### config.mk
export PLATFORM = sky130hd
export DESIGN_NAME = sema_bank
export DESIGN_NICKNAME = d
export VERILOG_FILES = /design/src/rtl/sema_pkg.sv /design/src/rtl/sema_gate.sv /design/src/rtl/sema_keyseq.sv /design/src/rtl/sema_rdport.sv /design/src/rtl/sema_bank.sv
export SDC_FILE = /design/constraint.sdc
export NUM_CORES = 1
export LEC_CHECK = 0
export CORE_ASPECT_RATIO = 0.75
export CORE_MARGIN = 5
export CORE_UTILIZATION = 40
export DETAILED_ROUTE_END_ITERATION = 6
export PLACE_DENSITY = 0.68
export SLEW_MARGIN = 15
export SYNTH_ARGS = -nofsm -noshare
export SYNTH_HDL_FRONTEND = slang
export SYNTH_SLANG_ARGS = --single-unit
### constraint.sdc
create_clock -name clk -period 12.5 [get_ports clk]
set_input_delay 1.875 -clock clk [delete_from_list [all_inputs] [get_ports clk]]
set_output_delay 1.875 -clock clk [all_outputs]
set_load 0.03 [all_outputs]
### src/rtl/sema_pkg.sv
`timescale 1ns/1ps
package sema_pkg;

    localparam int MID_W    = 4;
    localparam int GATE_W   = 4;
    localparam int DATA_W   = 16;
    localparam int RD_W     = 8;
    localparam int KEY_W    = 8;
    localparam int TARGET_W = DATA_W - KEY_W;

    localparam logic [KEY_W-1:0]    KEY_ARM    = 8'hE2;
    localparam logic [KEY_W-1:0]    KEY_FIRE   = 8'h1D;
    localparam logic [TARGET_W-1:0] TARGET_ALL = 8'd64;

    typedef enum logic [1:0] {
        SEQ_IDLE  = 2'd0,
        SEQ_ARMED = 2'd1,
        SEQ_CLEAR = 2'd2
    } seq_state_e;

    typedef struct packed {
        logic              en;
        logic [MID_W-1:0]  mid;
        logic [DATA_W-1:0] data;
    } wr_req_t;

    function automatic logic [GATE_W-1:0] tag_of(input logic [MID_W-1:0] mid);
        return GATE_W'(mid + MID_W'(1));
    endfunction

    function automatic logic [KEY_W-1:0] key_of(input logic [DATA_W-1:0] d);
        return d[KEY_W-1:0];
    endfunction

    function automatic logic [TARGET_W-1:0] target_of(input logic [DATA_W-1:0] d);
        return d[DATA_W-1:KEY_W];
    endfunction

endpackage

### src/rtl/sema_gate.sv
`timescale 1ns/1ps
module sema_gate
    import sema_pkg::*;
#(
    parameter int NUM_PORTS = 2
) (
    input  logic                          clk,
    input  logic                          rst,
    input  wr_req_t [NUM_PORTS-1:0]       req,
    input  logic                          clr,
    output logic [GATE_W-1:0]             q
);

    logic              lock_hit;
    logic [MID_W-1:0]  best_mid;
    logic              unlock_hit;
    logic              any_req;
    logic [GATE_W-1:0] q_next;

    always_comb begin
        logic [GATE_W-1:0] t;
        lock_hit   = 1'b0;
        best_mid   = '1;
        unlock_hit = 1'b0;
        any_req    = 1'b0;
        for (int p = 0; p < NUM_PORTS; p++) begin
            t = tag_of(req[p].mid);
            if (req[p].en) any_req = 1'b1;
            if (req[p].en && t != '0 && req[p].data == DATA_W'(t)) begin
                if (!lock_hit || req[p].mid < best_mid) begin
                    lock_hit = 1'b1;
                    best_mid = req[p].mid;
                end
            end
            if (req[p].en && req[p].data == '0 && q != '0 && q == t)
                unlock_hit = 1'b1;
        end
    end

    always_comb begin
        if (clr)
            q_next = '0;
        else if (q == '0 && lock_hit)
            q_next = tag_of(best_mid);
        else if (unlock_hit)
            q_next = '0;
        else
            q_next = q;
    end

    always_ff @(posedge clk) begin
        if (rst) q <= '0;
        else     q <= q_next;
    end


    held_stable_chk: assert property (@(posedge clk) disable iff (rst)
        (q != '0) |=> (q == '0 || $stable(q)));


    clr_wins_chk: assert property (@(posedge clk) disable iff (rst)
        clr |=> (q == '0));


    free_quiet_chk: assert property (@(posedge clk) disable iff (rst)
        (q == '0 && !any_req) |=> (q == '0));

endmodule

### src/rtl/sema_keyseq.sv
`timescale 1ns/1ps
module sema_keyseq
    import sema_pkg::*;
#(
    parameter int NUM_PORTS = 2,
    parameter int NUM_GATES = 16
) (
    input  logic                     clk,
    input  logic                     rst,
    input  wr_req_t [NUM_PORTS-1:0]  req,
    output seq_state_e               state,
    output logic [NUM_GATES-1:0]     clr_mask
);

    localparam int GIDX_W = (NUM_GATES > 1) ? $clog2(NUM_GATES) : 1;

    seq_state_e          state_q;
    logic [MID_W-1:0]    owner_q;
    logic [TARGET_W-1:0] target_q;

    logic                sel_hit;
    logic [MID_W-1:0]    sel_mid;
    logic [DATA_W-1:0]   sel_data;

    always_comb begin
        sel_hit  = 1'b0;
        sel_mid  = '1;
        sel_data = '0;
        for (int p = 0; p < NUM_PORTS; p++) begin
            if (req[p].en && (!sel_hit || req[p].mid < sel_mid)) begin
                sel_hit  = 1'b1;
                sel_mid  = req[p].mid;
                sel_data = req[p].data;
            end
        end
    end

    always_ff @(posedge clk) begin
        if (rst) begin
            state_q  <= SEQ_IDLE;
            owner_q  <= '0;
            target_q <= '0;
        end else begin
            unique case (state_q)
                SEQ_IDLE: begin
                    if (sel_hit && key_of(sel_data) == KEY_ARM) begin
                        state_q <= SEQ_ARMED;
                        owner_q <= sel_mid;
                    end
                end
                SEQ_ARMED: begin
                    if (sel_hit) begin
                        if (key_of(sel_data) == KEY_FIRE && sel_mid == owner_q) begin
                            state_q  <= SEQ_CLEAR;
                            target_q <= target_of(sel_data);
                        end else begin
                            state_q <= SEQ_IDLE;
                        end
                    end
                end
                SEQ_CLEAR: state_q <= SEQ_IDLE;
                default:   state_q <= SEQ_IDLE;
            endcase
        end
    end

    always_comb begin
        clr_mask = '0;
        if (state_q == SEQ_CLEAR) begin
            if (target_q >= TARGET_ALL)
                clr_mask = '1;
            else if (target_q < TARGET_W'(NUM_GATES))
                clr_mask[target_q[GIDX_W-1:0]] = 1'b1;
        end
    end

    assign state = state_q;


    clear_one_cycle_chk: assert property (@(posedge clk) disable iff (rst)
        (state_q == SEQ_CLEAR) |=> (state_q == SEQ_IDLE));


    clear_from_armed_chk: assert property (@(posedge clk) disable iff (rst)
        (state_q == SEQ_ARMED && !sel_hit) |=> (state_q == SEQ_ARMED));


    idle_hold_chk: assert property (@(posedge clk) disable iff (rst)
        (state_q == SEQ_IDLE && !sel_hit) |=> (state_q == SEQ_IDLE));


    mask_shape_chk: assert property (@(posedge clk) disable iff (rst)
        ($onehot0(clr_mask) || clr_mask == '1));

endmodule

### src/rtl/sema_rdport.sv
`timescale 1ns/1ps
module sema_rdport
    import sema_pkg::*;
#(
    parameter int NUM_GATES = 16,
    parameter int ADDR_W    = 5
) (
    input  logic [ADDR_W-1:0] addr,
    input  logic [GATE_W-1:0] gates [NUM_GATES],
    input  seq_state_e        state,
    output logic [RD_W-1:0]   rdata
);

    always_comb begin
        rdata = '0;
        for (int g = 0; g < NUM_GATES; g++) begin
            if (addr == ADDR_W'(g))
                rdata = RD_W'(gates[g]);
        end
        if (addr == ADDR_W'(NUM_GATES))
            rdata = RD_W'(state);
    end

endmodule

### src/rtl/sema_bank.sv
`timescale 1ns/1ps
module sema_bank
    import sema_pkg::*;
#(
    parameter int NUM_GATES = 16,
    parameter int NUM_PORTS = 2,
    parameter int ADDR_W    = $clog2(NUM_GATES + 1)
) (
    input  logic                          clk,
    input  logic                          rst,
    input  logic [NUM_PORTS-1:0]          bus_we,
    input  logic [NUM_PORTS*ADDR_W-1:0]   bus_addr,
    input  logic [NUM_PORTS*DATA_W-1:0]   bus_wdata,
    input  logic [NUM_PORTS*MID_W-1:0]    bus_mid,
    output logic [NUM_PORTS*RD_W-1:0]     bus_rdata
);

    localparam logic [ADDR_W-1:0] KEY_ADDR = ADDR_W'(NUM_GATES);

    logic [ADDR_W-1:0]       port_addr [NUM_PORTS];
    wr_req_t [NUM_PORTS-1:0] port_req;
    wr_req_t [NUM_PORTS-1:0] gate_req [NUM_GATES];
    wr_req_t [NUM_PORTS-1:0] key_req;
    logic [GATE_W-1:0]       gate_q [NUM_GATES];
    logic [NUM_GATES-1:0]    clr_mask;
    seq_state_e              seq_state;

    always_comb begin
        for (int p = 0; p < NUM_PORTS; p++) begin
            port_addr[p]     = bus_addr[p*ADDR_W +: ADDR_W];
            port_req[p].en   = bus_we[p];
            port_req[p].mid  = bus_mid[p*MID_W +: MID_W];
            port_req[p].data = bus_wdata[p*DATA_W +: DATA_W];
        end
    end

    always_comb begin
        for (int g = 0; g < NUM_GATES; g++) begin
            for (int p = 0; p < NUM_PORTS; p++) begin
                gate_req[g][p]    = port_req[p];
                gate_req[g][p].en = port_req[p].en && (port_addr[p] == ADDR_W'(g));
            end
        end
        for (int p = 0; p < NUM_PORTS; p++) begin
            key_req[p]    = port_req[p];
            key_req[p].en = port_req[p].en && (port_addr[p] == KEY_ADDR);
        end
    end

    for (genvar g = 0; g < NUM_GATES; g++) begin : g_gate
        sema_gate #(.NUM_PORTS(NUM_PORTS)) u_gate (
            .clk (clk),
            .rst (rst),
            .req (gate_req[g]),
            .clr (clr_mask[g]),
            .q   (gate_q[g])
        );
    end

    sema_keyseq #(.NUM_PORTS(NUM_PORTS), .NUM_GATES(NUM_GATES)) u_keyseq (
        .clk      (clk),
        .rst      (rst),
        .req      (key_req),
        .state    (seq_state),
        .clr_mask (clr_mask)
    );

    for (genvar p = 0; p < NUM_PORTS; p++) begin : g_rd
        sema_rdport #(.NUM_GATES(NUM_GATES), .ADDR_W(ADDR_W)) u_rd (
            .addr  (port_addr[p]),
            .gates (gate_q),
            .state (seq_state),
            .rdata (bus_rdata[p*RD_W +: RD_W])
        );
    end

endmodule

==> impl_metrics.env <==
export IMPL_grt_start_max_net_pins=45
export IMPL_cts_resized=0
export IMPL_wl_met1_um=19900
export IMPL_met2RoutedLength_um=18900
export IMPL_area_growth_pct=11.7
export IMPL_critical_path_required_ns=10.62
export IMPL_cts_tree="done"
export IMPL_finClkSkew_ns=0.00816
export IMPL_die_area_sq_mm=0.0289
export IMPL_overall_global_routing_resource_usage_pct=32.1
export IMPL_post_cts_repair_setup_buffers=0
export IMPL_yosysSeqAreaShare_pct=15.3
export IMPL_pwr_density_cell_mw_per_mm2=64.5
export IMPL_met3RoutedLength_um=6760
export IMPL_cts_root_buf="sky130_fd_sc_hd__clkbuf_16"
export IMPL_grt_pass1_wl_um=70900
export IMPL_timing_setup_critical_path_class="primary input to primary output"
export IMPL_globalRoute_totalOverflow=0
export IMPL_crit_start="bus_addr[5]"
export IMPL_finish_net_count=1487
export IMPL_tightest_slew_ns=1.33
export IMPL_antenna_found_initial=1
export IMPL_routed_top_layer="met5"
export IMPL_tritoncts_num_buffers=9
export IMPL_netlist_top_cells_count="125 x sky130_fd_sc_hd__nor2_1, 103 x sky130_fd_sc_hd__nand2_1, 80 x sky130_fd_sc_hd__clkbuf_1"
export IMPL_chipWidth_um=195
export IMPL_final_cycle_share_pct=58.1
export IMPL_drt_total_wl_um=47700
export IMPL_floorplan_rows=50
export IMPL_crit_path_end_kind="primary output"
export IMPL_num_antenna_cells=0
export IMPL_clock_path_buffers=2
export IMPL_core_ar_sq_mm=0.0251
export IMPL_antenna_violating_nets_post_route=0
export IMPL_ys_flop_type="sky130_fd_sc_hd__dfxtp_1"
export IMPL_cts_num_sinks=78
export IMPL_synth_cells=1383
export IMPL_setup_repair_after_global_routing_missed_its_margin="no"
export IMPL_finalHoldViolations=0
export IMPL_most_numerous_cell_in_the_yosys_netlist="sky130_fd_sc_hd__nor2_1"
export IMPL_total_vias_in_the_final_route=11900
export IMPL_drt_wirelength_per_cell_um=27.7
export IMPL_seq_area_sq_mm=0.00156
export IMPL_timing_setup_tns_ns=0
export IMPL_worst_setup_hold_path_clk_slew_ns=0.07
export IMPL_slew_violations=0
export IMPL_dpl_cell_area_sq_mm=0.0111
export IMPL_placement_io_buffers=61
export IMPL_total_of_endpoints_with_negative_setup_slack_in_the_final_report=0
export IMPL_first_global_vias=11100
export IMPL_maxClockFrequency_mhz=138
export IMPL_reg2reg_depth=6
export IMPL_final_gp_congestion=1.05
export IMPL_p_leak_nw=4.00
export IMPL_synth_edff_count=0
export IMPL_synth_async_sr_flop_share_pct=0
export IMPL_crit_fanout=26
export IMPL_timing_final_crit_period_ns=7.26
export IMPL_avgSynthCellArea_sq_um=7.39
export IMPL_die_h_um=148
export IMPL_clock_insertion_delay_worst_skew_ns=0.37
export IMPL_fillers=2527
export IMPL_post_route_cells_drive_above_1_share_pct=7.51
export IMPL_ys_seq_elements=78
export IMPL_outcome="finished clean"
export IMPL_drt_pre_antenna_iters=6
export IMPL_dp_final_hpwl_um=35200
export IMPL_detail_route_vias_per_cell=6.89
export IMPL_dr_first_iter_drc_count=1629
export IMPL_regToRegStartpoint="u_keyseq.target_q[3]"
export IMPL_multi_input_area_sq_mm=0.00820
export IMPL_crit_path_start_kind="primary input"
export IMPL_cp_arrival_ns=5.39
export IMPL_holdCritStartpoint="u_keyseq.owner_q[0]"
export IMPL_remaining_drc_errors=0
export IMPL_synth_area_leaders="sky130_fd_sc_hd__dfxtp_1 15%, sky130_fd_sc_hd__ha_1 6.5%, sky130_fd_sc_hd__xnor2_1 5.7%"
export IMPL_yosysTopAreaCellShare_pct=15.3
export IMPL_max_cap_viol_count=0
export IMPL_min_delay_path_depth=2
export IMPL_regToRegSetupSlack_ns=10.06
export IMPL_design_area_sq_mm=0.0114
export IMPL_start_util_pct=40.7
export IMPL_htreeDepth=3
export IMPL_worstHoldPathType="register to register"
export IMPL_synth_lib_cells_used_distinct=88
export IMPL_worst_slew_margin_rel_pct=10.8
export IMPL_synth_top_cell_by_area="sky130_fd_sc_hd__dfxtp_1"
export IMPL_i_o_pin_count=70
export IMPL_worst_ir_drop_vdd_v=0.0000657
export IMPL_synth_warnings=0
export IMPL_synth_cell_area_sq_mm=0.0102
export IMPL_cts_hold_fix_buffers=0
==> kinds of logic (layout without fill, tap and decap cells) <==
| logic type | after synthesis | after routing | share of synthesized area (%) |
|---|---|---|---|
| AOI/OAI and AO/OA | 417 | 417 | 28.6 |
| adders and majority gates | 53 | 53 | 6.49 |
| and+or+nand+nor | 534 | 534 | 27.4 |
| other | 1 | 8 | 0.0367 |
| xor gates and xnor gates | 126 | 126 | 13.0 |
| DFF | 78 | 78 | 15.3 |
| buffers and inverters | 144 | 139 | 5.79 |
| muxes | 30 | 30 | 3.45 |
==> final cells by class <==
class	instances	area share [%]
multi-input combinational	1168	71.8
sequential	78	13.7
timing repair buffer	93	7.28
tap	338	3.71
clock buffer	9	1.97
inverter	30	0.987
clock inverter	7	0.537
==> worst max-delay path: stages <==
cell                              delay (ns)
sky130_fd_sc_hd__clkdlybuf4s50_1        0.47
sky130_fd_sc_hd__buf_4                  0.29
sky130_fd_sc_hd__or3b_2                 0.62
sky130_fd_sc_hd__nor2_1                 0.44
sky130_fd_sc_hd__a22oi_1                0.18
sky130_fd_sc_hd__and3_1                 0.18
sky130_fd_sc_hd__a21oi_1                0.15
sky130_fd_sc_hd__nor3_1                 0.06
sky130_fd_sc_hd__o21ai_0                0.35
sky130_fd_sc_hd__clkdlybuf4s50_1        0.75
==> path summary, 6_finish.rpt <==
kind	to
min	u_keyseq.owner_q[0]
min reg2reg	u_keyseq.owner_q[0]
max	bus_rdata[8]
max reg2reg	g_gate[15].u_gate.q[3]
==> power by group <==
part	switching, mW	internal, mW	total (mW)	leakage [nW]
clock network	0.130	0.139	0.268	0.142
registers	0.00000404	0.248	0.248	0.628
logic	0.149	0.0708	0.220	3.23
total	0.278	0.458	0.736	4.00
==> through the flow <==
step           power, mW  hold slack, ns  utilization, %  cells  worst slack, ns
4_1_cts            0.730           0.528            45.5   1723             5.33
5_1_grt            0.758           0.564            45.5   1723             5.10
3_5_place_dp       0.464           0.510            44.3   1707             5.34
2_1_floorplan      0.378           0.483               -   1390             6.57
6_report           0.736           0.523            45.5   1723             5.24
3_3_place_gp       0.462           0.498            44.3   1707             5.35
==> sequential cells by signal (all words and copies together), names as in the netlist <==
name	count
u_keyseq.state	2
u_keyseq.owner_q	4
u_keyseq.target_q	8
g_gate.u_gate.q	64
==> cell usage in the layout (no fill, tap or decap), types with 9 or more instances in the layout <==
master / count
sky130_fd_sc_hd__ha_1: 53
sky130_fd_sc_hd__nor2b_1: 16
sky130_fd_sc_hd__clkbuf_16: 9
sky130_fd_sc_hd__a221oi_1: 9
sky130_fd_sc_hd__xnor2_1: 60
sky130_fd_sc_hd__nand3_1: 40
sky130_fd_sc_hd__nor2_1: 125
sky130_fd_sc_hd__inv_1: 30
sky130_fd_sc_hd__nand2b_1: 19
sky130_fd_sc_hd__xor2_1: 42
sky130_fd_sc_hd__or4_1: 19
sky130_fd_sc_hd__o21a_1: 13
sky130_fd_sc_hd__nor3_1: 46
sky130_fd_sc_hd__mux2i_1: 15
sky130_fd_sc_hd__o221ai_1: 27
sky130_fd_sc_hd__buf_4: 32
sky130_fd_sc_hd__nand4_1: 38
sky130_fd_sc_hd__or2_2: 13
sky130_fd_sc_hd__xor3_1: 10
sky130_fd_sc_hd__clkdlybuf4s50_1: 57
sky130_fd_sc_hd__and2_1: 12
sky130_fd_sc_hd__a31oi_1: 18
sky130_fd_sc_hd__o22ai_1: 21
sky130_fd_sc_hd__mux2_2: 12
sky130_fd_sc_hd__dfxtp_1: 78
sky130_fd_sc_hd__nand2_1: 103
sky130_fd_sc_hd__a22oi_1: 68
sky130_fd_sc_hd__o21ai_0: 71
sky130_fd_sc_hd__a21oi_1: 71
sky130_fd_sc_hd__o21bai_1: 12
sky130_fd_sc_hd__a21o_1: 16
sky130_fd_sc_hd__nor4_1: 48
==> layer usage <==
metal | GRT usage (%) | vias up
met2 | 45.3 | 803
li1 | - | 5263
met4 | 13.2 | 2
met1 | 43.2 | 5629
met5 | 0 | -
met3 | 13.1 | 170
Power figures use the tool's default switching activity.
